==> src/rtl/fsv_pkg.sv <==
package fsv_pkg;

  typedef enum logic {
    CLR_DELAYED = 1'b0,
    CLR_LATCHED = 1'b1
  } clr_mode_e;

  function automatic int cnt_width(input int limit);
    return (limit < 2) ? 1 : $clog2(limit);
  endfunction

endpackage

==> src/rtl/fsv_blanker.sv <==
module fsv_blanker #(
  parameter int BLANK_CYC = 25
) (
  input  logic clk,
  input  logic rst_n,
  input  logic trip_i,
  output logic accept_o
);
  localparam int BW = fsv_pkg::cnt_width(BLANK_CYC);
  localparam logic [BW-1:0] LAST = BW'(BLANK_CYC - 1);

  logic [BW-1:0] run_q;

  always_ff @(posedge clk or negedge rst_n) begin
    if (!rst_n)           run_q <= '0;
    else if (!trip_i)     run_q <= '0;
    else if (run_q != LAST) run_q <= run_q + 1'b1;
  end

  assign accept_o = trip_i && (run_q == LAST);

  generate
    if (BLANK_CYC >= 2) begin : g_hist_chk
      // acceptance needs the trip seen at the previous edge as well
      a_r1_blank_history: assert property (@(posedge clk) disable iff (!rst_n)
        accept_o |-> $past(trip_i));
    end
  endgenerate
endmodule

==> src/rtl/fsv_clear_timer.sv <==
module fsv_clear_timer #(
  parameter int CLEAR_CYC = 300000
) (
  input  logic clk,
  input  logic rst_n,
  input  logic run_i,
  output logic expire_o
);
  localparam int CW = fsv_pkg::cnt_width(CLEAR_CYC);
  localparam logic [CW-1:0] LAST = CW'(CLEAR_CYC - 1);

  logic [CW-1:0] cnt_q;

  always_ff @(posedge clk or negedge rst_n) begin
    if (!rst_n)            cnt_q <= '0;
    else if (!run_i)       cnt_q <= '0;
    else if (cnt_q == LAST) cnt_q <= '0;
    else                   cnt_q <= cnt_q + 1'b1;
  end

  assign expire_o = run_i && (cnt_q == LAST);

  generate
    if (CLEAR_CYC >= 2) begin : g_restart_chk
      // an interruption of the low run forbids expiry on the next cycle
      a_r7_restart_delay: assert property (@(posedge clk) disable iff (!rst_n)
        !run_i |=> !expire_o);
    end
  endgenerate
endmodule

==> src/rtl/fsv_oc_latch.sv <==
module fsv_oc_latch (
  input  logic clk,
  input  logic rst_n,
  input  logic set_i,
  input  logic trip_i,
  input  logic clr_user_i,
  input  logic clr_timer_i,
  output logic q_o
);
  logic clr_ok;

  assign clr_ok = !trip_i && (clr_user_i || clr_timer_i);

  always_ff @(posedge clk or negedge rst_n) begin
    if (!rst_n)      q_o <= 1'b0;
    else if (set_i)  q_o <= 1'b1;
    else if (clr_ok) q_o <= 1'b0;
  end

  // an active trip keeps a set latch set
  a_r4_set_dominant: assert property (@(posedge clk) disable iff (!rst_n)
    (q_o && trip_i) |=> q_o);
endmodule

==> src/rtl/fsv_fault_supervisor.sv <==
module fsv_fault_supervisor #(
  parameter int NUM_LEGS  = 3,
  parameter int BLANK_CYC = 25,
  parameter int CLEAR_CYC = 300000
) (
  input  logic                clk,
  input  logic                rst_n,
  input  logic                oc_trip_i,
  input  logic                uv_logic_i,
  input  logic [NUM_LEGS-1:0] uv_high_i,
  input  logic                latch_mode_i,
  input  logic                user_clr_i,
  output logic                shutdown_o,
  output logic [NUM_LEGS-1:0] hs_inhibit_o,
  output logic                fault_n_o,
  output logic                fault_oe_o
);
  import fsv_pkg::*;

  clr_mode_e mode;
  logic      accept;
  logic      oc_latched;
  logic      timer_run;
  logic      timer_expire;
  logic      fault_any;

  assign mode = clr_mode_e'(latch_mode_i);

  fsv_blanker #(.BLANK_CYC(BLANK_CYC)) u_blank (
    .clk     (clk),
    .rst_n   (rst_n),
    .trip_i  (oc_trip_i),
    .accept_o(accept)
  );

  assign timer_run = oc_latched && !oc_trip_i && (mode == CLR_DELAYED);

  fsv_clear_timer #(.CLEAR_CYC(CLEAR_CYC)) u_timer (
    .clk     (clk),
    .rst_n   (rst_n),
    .run_i   (timer_run),
    .expire_o(timer_expire)
  );

  fsv_oc_latch u_latch (
    .clk        (clk),
    .rst_n      (rst_n),
    .set_i      (accept),
    .trip_i     (oc_trip_i),
    .clr_user_i (user_clr_i),
    .clr_timer_i(timer_expire),
    .q_o        (oc_latched)
  );

  assign fault_any  = oc_latched || uv_logic_i;
  assign shutdown_o = fault_any;
  assign fault_oe_o = fault_any;
  assign fault_n_o  = !fault_any;

  generate
    for (genvar g = 0; g < NUM_LEGS; g++) begin : g_leg
      assign hs_inhibit_o[g] = shutdown_o || uv_high_i[g];

      // a high-side undervoltage blocks its own leg
      a_r10_leg_inhibit: assert property (@(posedge clk) disable iff (!rst_n)
        uv_high_i[g] |-> hs_inhibit_o[g]);
    end
  endgenerate

  // an accepted trip forces shutdown from the next cycle
  a_r2_accept_shuts: assert property (@(posedge clk) disable iff (!rst_n)
    accept |=> (shutdown_o && (&hs_inhibit_o)));

  // a held overcurrent fault drives the fault pin low
  a_r3_fault_pin: assert property (@(posedge clk) disable iff (!rst_n)
    oc_latched |-> (fault_oe_o && !fault_n_o));

  // logic-supply undervoltage acts without a clock edge
  a_r5_uv_logic: assert property (@(posedge clk) disable iff (!rst_n)
    uv_logic_i |-> (shutdown_o && fault_oe_o && !fault_n_o));

  // before expiry, with no user clear, the fault is kept
  a_r6_hold_until_expiry: assert property (@(posedge clk) disable iff (!rst_n)
    (oc_latched && !user_clr_i && !timer_expire) |=> oc_latched);

  // latched mode ignores everything but the user clear
  a_r8_latched_mode: assert property (@(posedge clk) disable iff (!rst_n)
    (oc_latched && latch_mode_i && !user_clr_i) |=> oc_latched);
endmodule

==> config.mk <==
export PLATFORM = sky130hd
export DESIGN_NAME = fsv_fault_supervisor
export DESIGN_NICKNAME = d
export VERILOG_FILES = /design/src/rtl/fsv_pkg.sv /design/src/rtl/fsv_blanker.sv /design/src/rtl/fsv_clear_timer.sv /design/src/rtl/fsv_oc_latch.sv /design/src/rtl/fsv_fault_supervisor.sv
export SDC_FILE = /design/constraint.sdc
export NUM_CORES = 1
export LEC_CHECK = 0
export ABC_CLOCK_PERIOD_IN_PS = 1950
export BUFFER_PORTS_ARGS = -buffer_cell sky130_fd_sc_hd__clkbuf_2
export CAP_MARGIN = 20
export CORE_MARGIN = 5
export CORE_UTILIZATION = 30
export CTS_BUF_LIST = sky130_fd_sc_hd__clkbuf_8 sky130_fd_sc_hd__clkbuf_16
export CTS_CLUSTER_DIAMETER = 60
export CTS_CLUSTER_SIZE = 8
export DETAILED_ROUTE_END_ITERATION = 6
export HOLD_SLACK_MARGIN = 0.02
export MAX_ROUTING_LAYER = met4
export PLACE_DENSITY_LB_ADDON = 0.25
export SLEW_MARGIN = 20
export SYNTH_ARGS = -nofsm -noshare
export SYNTH_HDL_FRONTEND = slang
export SYNTH_SLANG_ARGS = --single-unit
==> constraint.sdc <==
create_clock -name clk -period 1.95 [get_ports clk]
set_clock_uncertainty 0.05 [all_clocks]
set_input_delay 0.39 -clock clk [delete_from_list [all_inputs] [get_ports clk]]
set_output_delay 0.39 -clock clk [all_outputs]
set_load 0.01 [all_outputs]
# After elaboration in Yosys (flattened, before gate mapping)

Index checks and enable logic that the tools add are counted.

Add/sub/neg operators: 2
Eq/ne operators: 4
Muxes and demuxes: 6
Bitwise logic cells: 1
Reduce and logical (&&, ||, !) cells: 13

Operators with widths:

| cell                  | number |
|---|---|
| $mux 19               | 2 |
| $add 19x1->19 const B | 1 |
| $eq 19x19->1 const B  | 1 |
| $mux 5                | 2 |
| $add 5x1->5 const B   | 1 |
| $eq 5x5->1 const B    | 1 |
| $logic_and 1x1->1     | 5 |
| $logic_or 1x1->1      | 5 |
| $ne 5x5->1 const B    | 1 |
| $logic_not 1->1       | 2 |
| $mux 1                | 2 |
| $ne 2x1->1 const B    | 1 |
| $reduce_bool 2->1     | 1 |
| $not 1->1             | 1 |

Register bits after elaboration: 25
Bits of input ports: 9
Output and inout bits: 6

# Depth between registers and ports, before layout

Gate-level depths: netlist of the first run.

Depth in word-level cells: 8
Gate-level depth with buffers: 6

# Cells and area by module

A second synthesis of the first run with hierarchy kept.

Cells, all modules: 138
Area total of the unflattened synthesis: 1397.6 um^2

Modules (own cells, without submodules):

| module               | instances | cells each | area an instance (um^2) | seq. area each (um^2) |
|---|---|---|---|---|
| fsv_clear_timer      | 1         | 100        | 1022.2                  | 475.5 |
| fsv_blanker          | 1         | 28         | 291.5                   | 125.1 |
| fsv_fault_supervisor | 1         | 7          | 43.8                    | 0.0 |
| fsv_oc_latch         | 1         | 3          | 40.0                    | 25.0 |

# Worst setup path after synthesis of the first run

Ideal clock, no wire load.

Path type: register -> register
From: reg u_timer.cnt_q[5]
To: reg u_timer.cnt_q[12]
Library setup time: 0.119 ns
Arrival time: 1.552 ns
Data required time: 1.781 ns
Slack: 0.229 ns
Cell stages (with the launch flop): 6
Buffers on the path: 1
Cells stage by stage: dfrtp_1 -> nor4bb_1 -> nand4b_1 -> o311ai_4 -> buf_6 -> nor2_1

Cells in the longest elaborated chain, start to end: 3
Elaborated cells on any way between the ends: 4
Classes of those cells: 1 x add/sub; 1 x eq/ne; 2 x mux

RTL lines:

| what                                                 | RTL line                                     | RTL |
|---|---|---|
| start: declaration                                   | fsv_clear_timer.sv:12                        | `logic [CW-1:0] cnt_q;` |
| start signal: assignment                             | fsv_clear_timer.sv:18                        | `else cnt_q <= cnt_q + 1'b1;` |
| $add 19x1->19 / $eq 19x19->1 (equally long branches) | fsv_clear_timer.sv:18, fsv_clear_timer.sv:17 |  |
| $mux 19 *                                            | fsv_clear_timer.sv:17                        | `else if (cnt_q == LAST) cnt_q <= '0;` |
| $mux 19 *                                            | fsv_clear_timer.sv:16                        | `else if (!run_i) cnt_q <= '0;` |

Every way passes the cells marked *; elsewhere a longest branch is shown, timed or not.
A chain may end at the register's enable or synchronous reset.

# Worst setup path after layout of the first run

From: reg u_timer.cnt_q[5]
To: reg u_timer.cnt_q[16]

The elaborated chain is that of the path after synthesis.

==> impl_results.md, run 1 <==
- Outcome: completed
- Layout area overhead: 14.71%
- Worst Setup Start Kind: flip-flop
- Power Density: 608.3 mW/mm^2
- Most frequent cells in the layout: nor2_1, dfrtp_1, clkbuf_2
- Max Freq: 578.8 MHz
- Total Power: 0.0009019 W
- Fill cells: 421
- CTS sink count: 25
- Min Tclk post-route: 1.728 ns
- Mapped cell area: 0.001292 sq mm
- CP endpoint kind: flip-flop
- Die Span Y: 75.64 um
- Initial cell density of the core: 31.63%
- Gpl congestion: 0.7637
- Vias: 964
- Largest stage delay, worst path: 0.45 ns
- Measured slew at the worst slew-check pin: 0.6223 ns
- Total GRT Usage: 11.02%
- Clock transition at path regs: 0.10 ns
- Nets@finish: 162
- Syn nets: 141
- Met1 Track Usage GR: 13.49%
- Wire length after detailed routing: 2.740 mm
- I/O Buffers: 14
- WP data required: 2.07 ns
- Sequential area share after synthesis: 48.40%
- Multi-input gate area: 610.6 sq um
- CTS tree: built
- N_diodes: 0
- Delay-heaviest family, CP: simple AND/OR/NAND/NOR gates
- Synth Register Bits: 25
- Final Hold Vio Count: 0
- Unrepaired setup endpoints after global routing: no
- Critical path data arrival time: 1.84 ns
- Most used routing layer: met2
- Row count: 23
- Internal reg-to-reg setup slack: 0.22 ns
- Worst r2r src: u_timer.cnt_q[5]
- Pin count of the biggest net entering global routing: 26
- Max Root-Sink Buffers: 2
- Met3 usage: 2.770%
- CP Max Fanout: 10
- Vias in the first global route: 1015
- Final setup fails: 0
- Met2 Resource Use GR: 18.70%
- Initial drt markers: 30
- Placeable Area: 0.004086 sq mm
- Share of cells above drive strength 1: 18.79%
- Syn. warnings: 0
- Final Max Tran Viols: 0
- Period utilisation layout: 88.60%
- # DRC: 0
- Post-route ant nets: 0
- VDD IR max: 0.5006 mV
- Fin Hold WS: 0.06201 ns
- Syn Inst Count: 129
- R2r endpoint: u_timer.cnt_q[16]
- HPWL Detailed: 2.023 mm
- Aggregate global routing overflow: 0
- Top Ports: 15
- Worst Hold Class: in -> async
- WS Path Type: reg -> reg
- First-pass GRT wire length: 4.719 mm
- CP bufs+invs: 1
- Synth cell types: 24
- Drt first pass iters: 4
- Area of the die: 0.005721 sq mm
- Cts hold-fix bufs: 0
- Max Cap Viol: 0
- Clock Latency Late Sink: 0.28 ns
- Mean Syn Cell Area: 10.02 sq um
- Post-cts sizing count: 0
- Htree depth: 1
- CTS Root Cell: clkbuf_8
- WL/cell: 13.77 um
- DIE WIDTH: 75.64 um
- Post-CTS setup buffer count: 0
- Worst reg2reg path depth: 5
- CP Launch Point: u_timer.cnt_q[5]
- Leak: 0.6110 nW
- TNS Setup: 0 ns
- Crit path depth: 5
- Via density: 4.844
- TritonCTS Buffers: 3
- Max-slew headroom: 58.51%
- CP Cell Sequence: nor4bb_1 -> nand4b_1 -> o311ai_4 -> buf_4 -> nor2_1
- Critical Path End: u_timer.cnt_q[16]
- Initial antenna violation count: 0
- CP max stage cell: dfrtp_1
- FF/Latch Area: 625.6 sq um
[sequential cells by signal (all words and copies together) (netlist names)]
signal / flops
u_timer.cnt_q: 19
u_blank.run_q: 5
u_latch.q_o: 1
[stage by stage]
step | cell area, sq um | cells | util, % | setup slack, ns
6_report | 1483 | 199 | 36.28 | 0.2224
3_5_place_dp | 1436 | 195 | 35.15 | 0.2343
3_3_place_gp | 1436 | 195 | 35.15 | 0.2660
5_1_grt | 1483 | 199 | 36.28 | 0.06830
2_1_floorplan | 1292 | 129 | - | 0.2292
4_1_cts | 1483 | 199 | 36.28 | 0.2184
[synthesized netlist by cell type, drive strengths merged]
master,n,area share (%)
o311ai,1,2.0
inv,8,2.3
nand4,7,4.6
or2,1,0.48
and4,1,0.68
and3,1,0.48
nand2,4,1.2
ha,3,2.9
buf,3,2.0
o2bb2ai,1,0.68
nand3,7,2.7
nor3,4,1.5
xor2,7,4.7
a21oi,4,1.5
a31o,2,1.4
dfrtp,25,48
nand4b,2,1.4
nor4,7,3.4
or3,3,1.5
nor2,25,7.3
xnor2,12,8.1
nor4bb,1,0.77
[worst min-delay path by stage]
stage / end / slack [ns]
global route: u_timer.cnt_q[1] / 0.13
global placement: u_timer.cnt_q[1] / 0.37
floorplan: u_blank.run_q[0] / 0.04
finish: u_timer.cnt_q[4] / 0.06
CTS: u_timer.cnt_q[1] / 0.09
detailed placement: u_timer.cnt_q[6] / 0.39
[report_power, final]
group	leakage, nW	switching [W]	internal [W]
clock network	0.0255	0.000177	0.000143
registers	0.347	0.00000559	0.000523
logic	0.239	0.0000316	0.0000207
[worst register-to-register path, delay by kind of cell (launching register included)]
family                 cells  cell delay [ns]
AOI/OAI and AO/OA          1             0.33
buffers and inverters      1             0.22
DFF                        1             0.45
and+or+nand+nor            3             0.58
[final cells by class]
class	count	area share (%)
clock buffer	3	2.785
clock inverter	1	0.3376
inverter	8	2.025
multi-input combinational	93	41.18
sequential	25	42.19
tap	50	4.219
timing repair buffer	19	7.257
[logic make-up (layout without fill, tap and decap cells)]
family	Yosys count	count (layout)	synth area share [%]
adder cells (fa/ha/maj)	3	3	2.904
AND/OR/NAND/NOR	63	63	25.85
XOR/XNOR	19	19	12.88
flip-flops	25	25	48.40
AO/OA/AOI/OAI	8	8	5.616
buffers and inverters	11	31	4.356
[routing by layer]
metal,part of all wire (%),vias up
met5,0,-
met4,1.5,0
met3,2.2,6
met2,51,7
met1,45,461
li1,-,490
No activity file was read; power rests on OpenSTA's default activity.
==> run 2: changes to the inputs <==
--- a/config.mk
+++ b/config.mk
@@ -16,7 +16,7 @@
 export DETAILED_ROUTE_END_ITERATION = 6
 export HOLD_SLACK_MARGIN = 0.02
 export MAX_ROUTING_LAYER = met4
-export PLACE_DENSITY_LB_ADDON = 0.25
+export PLACE_DENSITY = 0.54
 export SLEW_MARGIN = 20
 export SYNTH_ARGS = -nofsm -noshare
 export SYNTH_HDL_FRONTEND = slang
==> run 2 against run 1 <==
  * Cell count is 1.0% lower
  * Critical path depth stayed put
  * Sequential share of layout area stayed put
  * Largest cell class unchanged
  * Sequential power hardly changed
  * Via count is 2.2% lower
  * Combinational power is 4% lower
  * Global-route usage is 1.3 points lower
  * Clock power is 3% lower
  * Largest power group unchanged
  * Critical path type unchanged
  * Total power is 1.2% lower
  * Worst setup slack better by 0.0029 ns
  * Core utilization stayed put
  * First-iteration DRC count is 6.7% higher
==> impl_results.md, run 2 (same netlist as run 1, synthesis figures left out) <==
- DIE WIDTH: 75.64 um (unchanged)
- Via density: 4.787 (-1.2%)
- Top sig layer: met4
- WL/cell: 12.41 um (-9.9%)
- Initial drt markers: 32 (+6.7%)
- CTS tree: built
- Max FFs per register: 19 (unchanged)
- Post-CTS setup buffer count: 0 (unchanged)
- Final setup fails: 0 (unchanged)
- Wire length after detailed routing: 2.445 mm (-11%)
- Top Registers: u_timer.cnt_q x19, u_blank.run_q x5, u_latch.q_o x1
- Met3 wire length: 103 um (+72%)
- HPWL Detailed: 1.819 mm (-10%)
- WS Path Type: reg -> reg
- CP Max Fanout: 19 (+9)
- Period utilisation layout: 88.45% (-0.15 points)
- FF/Latch Area: 625.6 sq um (unchanged)
- Total Power: 0.0008910 W (-1.2%)
- Initial antenna violation count: 0 (unchanged)
- Clock Latency Late Sink: 0.27 ns (about the same)
- Gpl congestion: 0.8174 (+7.0%)
- Worst Hold Class: in -> async
- I/O Buffers: 14 (unchanged)
- Outcome: completed
- N_diodes: 0 (unchanged)
- Internal reg-to-reg setup slack: 0.23 ns (about the same)
- # DRC: 0 (unchanged)
- Nets@finish: 160 (-1.2%)
- Post-cts sizing count: 0 (unchanged)
- Measured slew at the worst slew-check pin: 0.6257 ns (+0.003368 ns)
- Max Cap Viol: 0 (unchanged)
- TNS Setup: 0 ns (unchanged)
- Initial cell density of the core: 31.63% (unchanged)
- Cts hold-fix bufs: 0 (unchanged)
- Area of the die: 0.005721 sq mm (unchanged)
- Fill cells: 428 (+1.7%)
- TritonCTS Buffers: 3 (unchanged)
- Final Hold Vio Count: 0 (unchanged)
- Unrepaired setup endpoints after global routing: no
- Min Tclk post-route: 1.725 ns (-0.002889 ns)
- Drt first pass iters: 4 (unchanged)
- Total GRT Usage: 9.700% (-1.3 points)
- Placeable Area: 0.004086 sq mm (unchanged)
- Multi-input gate area: 610.6 sq um (unchanged)
- Register bank with the most flops: u_timer.cnt_q
- Leak: 0.6054 nW (-0.91%)
- Layout area overhead: 14.71% (unchanged)
- Top Ports: 15 (unchanged)
- Most frequent cells in the layout: nor2_1, dfrtp_1, clkbuf_2
- Clock transition at path regs: 0.09 ns (about the same)
- Row count: 23 (unchanged)
- Vias: 943 (-2.2%)
- Pin count of the biggest net entering global routing: 26 (unchanged)
- VDD IR max: 0.4637 mV (-7.4%)
- Vias in the first global route: 934 (-8.0%)
- Final Max Tran Viols: 0 (unchanged)
- Max-slew headroom: 58.29% (-0.22 points)
- WL met2: 1.168 mm (-17%)
- Die Span Y: 75.64 um (unchanged)
- CTS Root Cell: clkbuf_8
- Max Root-Sink Buffers: 2 (unchanged)
- Worst Setup Start Kind: flip-flop
- Placed insts: 193 (-1.0%)
- Post-Layout Cell Count: 197 (-1.0%)
- Routed length on met1: 1.162 mm (-5.8%)
- Power Density: 600.9 mW/mm^2 (-1.2%)
- Critical path data arrival time: 1.84 ns (about the same)
- Share of cells above drive strength 1: 17.69% (-1.1 points)
- CTS sink count: 25 (unchanged)
- Max Freq: 579.8 MHz (+0.17%)
- CP endpoint kind: flip-flop
- Post-route ant nets: 0 (unchanged)
- Htree depth: 1 (unchanged)
- Aggregate global routing overflow: 0 (unchanged)
- First-pass GRT wire length: 4.222 mm (-11%)
- WP data required: 2.06 ns (about the same)
[run 2: cell count changes in the layout (fill, tap and decap cells not counted), sizes merged]
cell / before / now
clkinv: 1 / 0
buf: 5 / 3
clkinvlp: 0 / 1
[run 2: power breakdown]
part           internal (W)  switching [W]
clock              0.000145       0.000167
sequential         0.000523     0.00000551
combinational     0.0000202      0.0000302
total              0.000688       0.000203
[run 2: stage by stage]
| step | setup WS (ns) | hold slack (ns) | instance area, sq um | util (%) |
|---|---|---|---|---|
| after CTS | 0.2337 | 0.08945 | 1483 | 36.28 |
| after floorplan | 0.2292 | 0.04441 | 1292 | - |
| after global placement | 0.2252 | 0.3804 | 1434 | 35.09 |
| after detailed placement | 0.2477 | 0.3905 | 1434 | 35.09 |
| final | 0.2253 | 0.06781 | 1483 | 36.28 |
| after global routing | 0.04310 | 0.1322 | 1483 | 36.28 |
[run 2: layout make-up]
type                       instances  area share [%]
tap                               50           4.219
multi-input combinational         93           41.18
sequential                        25           42.19
timing repair buffer              17           7.089
clock buffer                       3           2.785
clock inverter                     1          0.5063
inverter                           8           2.025
[run 2: final timing paths]
check                             startpoint  depth (start not counted)                 to
max                        u_timer.cnt_q[10]                          5  u_timer.cnt_q[11]
min                                    rst_n                          1  u_timer.cnt_q[12]
max reg2reg                u_timer.cnt_q[10]                          5  u_timer.cnt_q[11]
min reg2reg                 u_timer.cnt_q[0]                          1   u_timer.cnt_q[0]
max in group asynchronous              rst_n                          1        u_latch.q_o
min in group clk                  user_clr_i                          3        u_latch.q_o
[run 2: critical path, stage by stage, from the launching register on]
cell	delay [ns]
dfrtp_1	0.44
nor4_1	0.31
nand4b_1	0.21
o311ai_4	0.36
buf_12	0.19
nor2_1	0.06
[run 2: per-layer routing]
| layer | vias up | global-route usage (%) |
|---|---|---|
| met5 | - | - |
| met2 | 11 | 15.24 |
| li1 | 486 | - |
| met4 | 0 | 1.165 |
| met1 | 443 | 12.87 |
| met3 | 3 | 2.770 |
==> run 3: changes to the inputs <==
--- a/config.mk
+++ b/config.mk
@@ -16,7 +16,6 @@
 export DETAILED_ROUTE_END_ITERATION = 6
 export HOLD_SLACK_MARGIN = 0.02
 export MAX_ROUTING_LAYER = met4
-export PLACE_DENSITY = 0.54
 export SLEW_MARGIN = 20
 export SYNTH_ARGS = -nofsm -noshare
 export SYNTH_HDL_FRONTEND = slang
==> run 3 against run 2 <==
  * Design area rose by 0.25%
  * Worst setup slack got worse by 0.045 ns
  * Maximum frequency is 2.6% lower
  * Cell count is 0.51% higher
  * Core utilization up 0.092 points
  * Non-clock buffer count increased by 1
  * Global-route usage increased by 0.25 points
  * Wire length grew 4.9%
  * Combinational power is 4% higher
  * Highest routed layer unchanged
==> impl_results.md, run 3 (same netlist as run 1, synthesis figures left out) <==
- Worst reg2reg path depth: 5 (unchanged)
- Post-cts sizing count: 0 (unchanged)
- # DRC: 0 (unchanged)
- Max Freq: 565.0 MHz (-2.6%)
- Top Registers: u_timer.cnt_q x19, u_blank.run_q x5, u_latch.q_o x1
- Vias in the first global route: 1004 (+7.5%)
- First-pass GRT wire length: 4.353 mm (+3.1%)
- Drt first pass iters: 4 (unchanged)
- TNS Setup: 0 ns (unchanged)
- Worst Setup Start Kind: flip-flop
- TritonCTS Buffers: 3 (unchanged)
- Final setup fails: 0 (unchanged)
- Aggregate global routing overflow: 0 (unchanged)
- Power Density: 591.5 mW/mm^2 (-1.6%)
- Gpl congestion: 0.7712 (-5.7%)
- Initial cell density of the core: 31.63% (unchanged)
- Share of cells above drive strength 1: 17.57% (-0.12 points)
- Critical path data arrival time: 1.88 ns (+0.04 ns)
- Clock Latency Late Sink: 0.26 ns (about the same)
- Total GRT Usage: 9.952% (+0.25 points)
- I/O Buffers: 14 (unchanged)
- WS Path Type: reg -> reg
- WP data required: 2.06 ns (about the same)
- Register bank with the most flops: u_timer.cnt_q
- Placeable Area: 0.004086 sq mm (unchanged)
- Min Tclk post-route: 1.770 ns (+0.04524 ns)
- Leak: 0.6147 nW (+1.5%)
- CTS tree: built
- Unrepaired setup endpoints after global routing: no
- CP Max Fanout: 19 (unchanged)
- Outcome: completed
- Final Hold Vio Count: 0 (unchanged)
- Cts hold-fix bufs: 0 (unchanged)
- Clock transition at path regs: 0.08 ns (about the same)
- Max FFs per register: 19 (unchanged)
- Die Span Y: 75.64 um (unchanged)
- Max-slew headroom: 56.84% (-1.5 points)
- Measured slew at the worst slew-check pin: 0.6475 ns (+0.02181 ns)
- Worst Hold Class: in -> async
- Initial drt markers: 30 (-6.3%)
- VDD IR max: 0.3137 mV (-32%)
- DIE WIDTH: 75.64 um (unchanged)
- WL/cell: 12.95 um (+4.4%)
- R2r endpoint: u_timer.cnt_q[5]
- Final Max Tran Viols: 0 (unchanged)
- HPWL Detailed: 1.832 mm (+0.72%)
- Max Root-Sink Buffers: 2 (unchanged)
- Nets@finish: 161 (+0.63%)
- Pin count of the biggest net entering global routing: 26 (unchanged)
- Top Ports: 15 (unchanged)
- CTS Root Cell: clkbuf_8
- Layout area overhead: 15.01%
- Wire length after detailed routing: 2.565 mm (+4.9%)
- Period utilisation layout: 90.77% (+2.3 points)
- Vias: 987 (+4.7%)
- Fin Hold WS: 0.08330 ns (+0.01549 ns)
- Initial antenna violation count: 0 (unchanged)
- CP endpoint kind: flip-flop
- Post-route ant nets: 0 (unchanged)
- Post-CTS setup buffer count: 0 (unchanged)
- CTS sink count: 25 (unchanged)
- Most frequent cells in the layout: nor2_1, dfrtp_1, clkbuf_2
- Htree depth: 1 (unchanged)
- Row count: 23 (unchanged)
- Max Cap Viol: 0 (unchanged)
- N_diodes: 0 (unchanged)
- Area of the die: 0.005721 sq mm (unchanged)
- Internal reg-to-reg setup slack: 0.18 ns (-0.05 ns)
- Via density: 4.985 (+4.1%)
- Worst r2r src: u_timer.cnt_q[10]
[run 3: cell count changes in the layout (fill, tap and decap cells not counted)]
cell | previous run | this run
clkinvlp_4 | 1 | 0
inv_1 | 8 | 9
buf_4 | 2 | 3
[run 3: worst max-delay path by stage]
stage	slack, ns	to	from
after global placement	0.29	u_timer.cnt_q[8]	u_timer.cnt_q[10]
after CTS	0.18	u_timer.cnt_q[7]	u_timer.cnt_q[10]
final	0.18	u_timer.cnt_q[5]	u_timer.cnt_q[10]
after floorplan	0.23	u_timer.cnt_q[12]	u_timer.cnt_q[5]
after detailed placement	0.25	u_timer.cnt_q[14]	u_timer.cnt_q[5]
after global routing	0.05	u_timer.cnt_q[4]	u_timer.cnt_q[5]
[run 3: layout make-up]
class	instances	area (sq um)
clock inverter	1	3.754
timing repair buffer	18	112.6
tap	50	62.56
sequential	25	625.6
fill	425	2600
clock buffer	3	41.29
multi-input combinational	93	610.6
inverter	8	30.03
[run 3: through the flow]
step           util, %  cell area (sq um)  total power [W]  setup slack (ns)  std cells
2_1_floorplan        -               1292        0.0005624            0.2292        129
4_1_cts          36.37               1486        0.0008996            0.1840        198
5_1_grt          36.37               1486        0.0009232           0.05418        198
3_3_place_gp     35.27               1441        0.0005886            0.2863        194
3_5_place_dp     35.27               1441        0.0005931            0.2508        194
6_report         36.37               1486        0.0008792            0.1800        198
[run 3: metal layers]
metal | vias up | wire length [um] | global-route usage, %
li1 | 487 | - | -
met1 | 489 | 1073 | 11.06
met2 | 9 | 1389 | 18.22
met3 | 2 | 94 | 3.034
met4 | 0 | 7 | 0.7767
met5 | - | 0 | -
[run 3: where the power goes]
| part | internal [W] | switching (W) | total [W] |
|---|---|---|---|
| logic | 0.0000206 | 0.0000315 | 0.0000522 |
| registers | 0.000523 | 0.00000546 | 0.000529 |
| clock network | 0.000141 | 0.000158 | 0.000298 |
| total | 0.000685 | 0.000195 | 0.000879 |
[run 3: critical path, cell delays in order, from the launching register on]
cell      delay, ns
dfrtp_1        0.45
nor4_1         0.31
nand4b_1       0.23
o311ai_4       0.37
buf_12         0.19
nor2_1         0.05
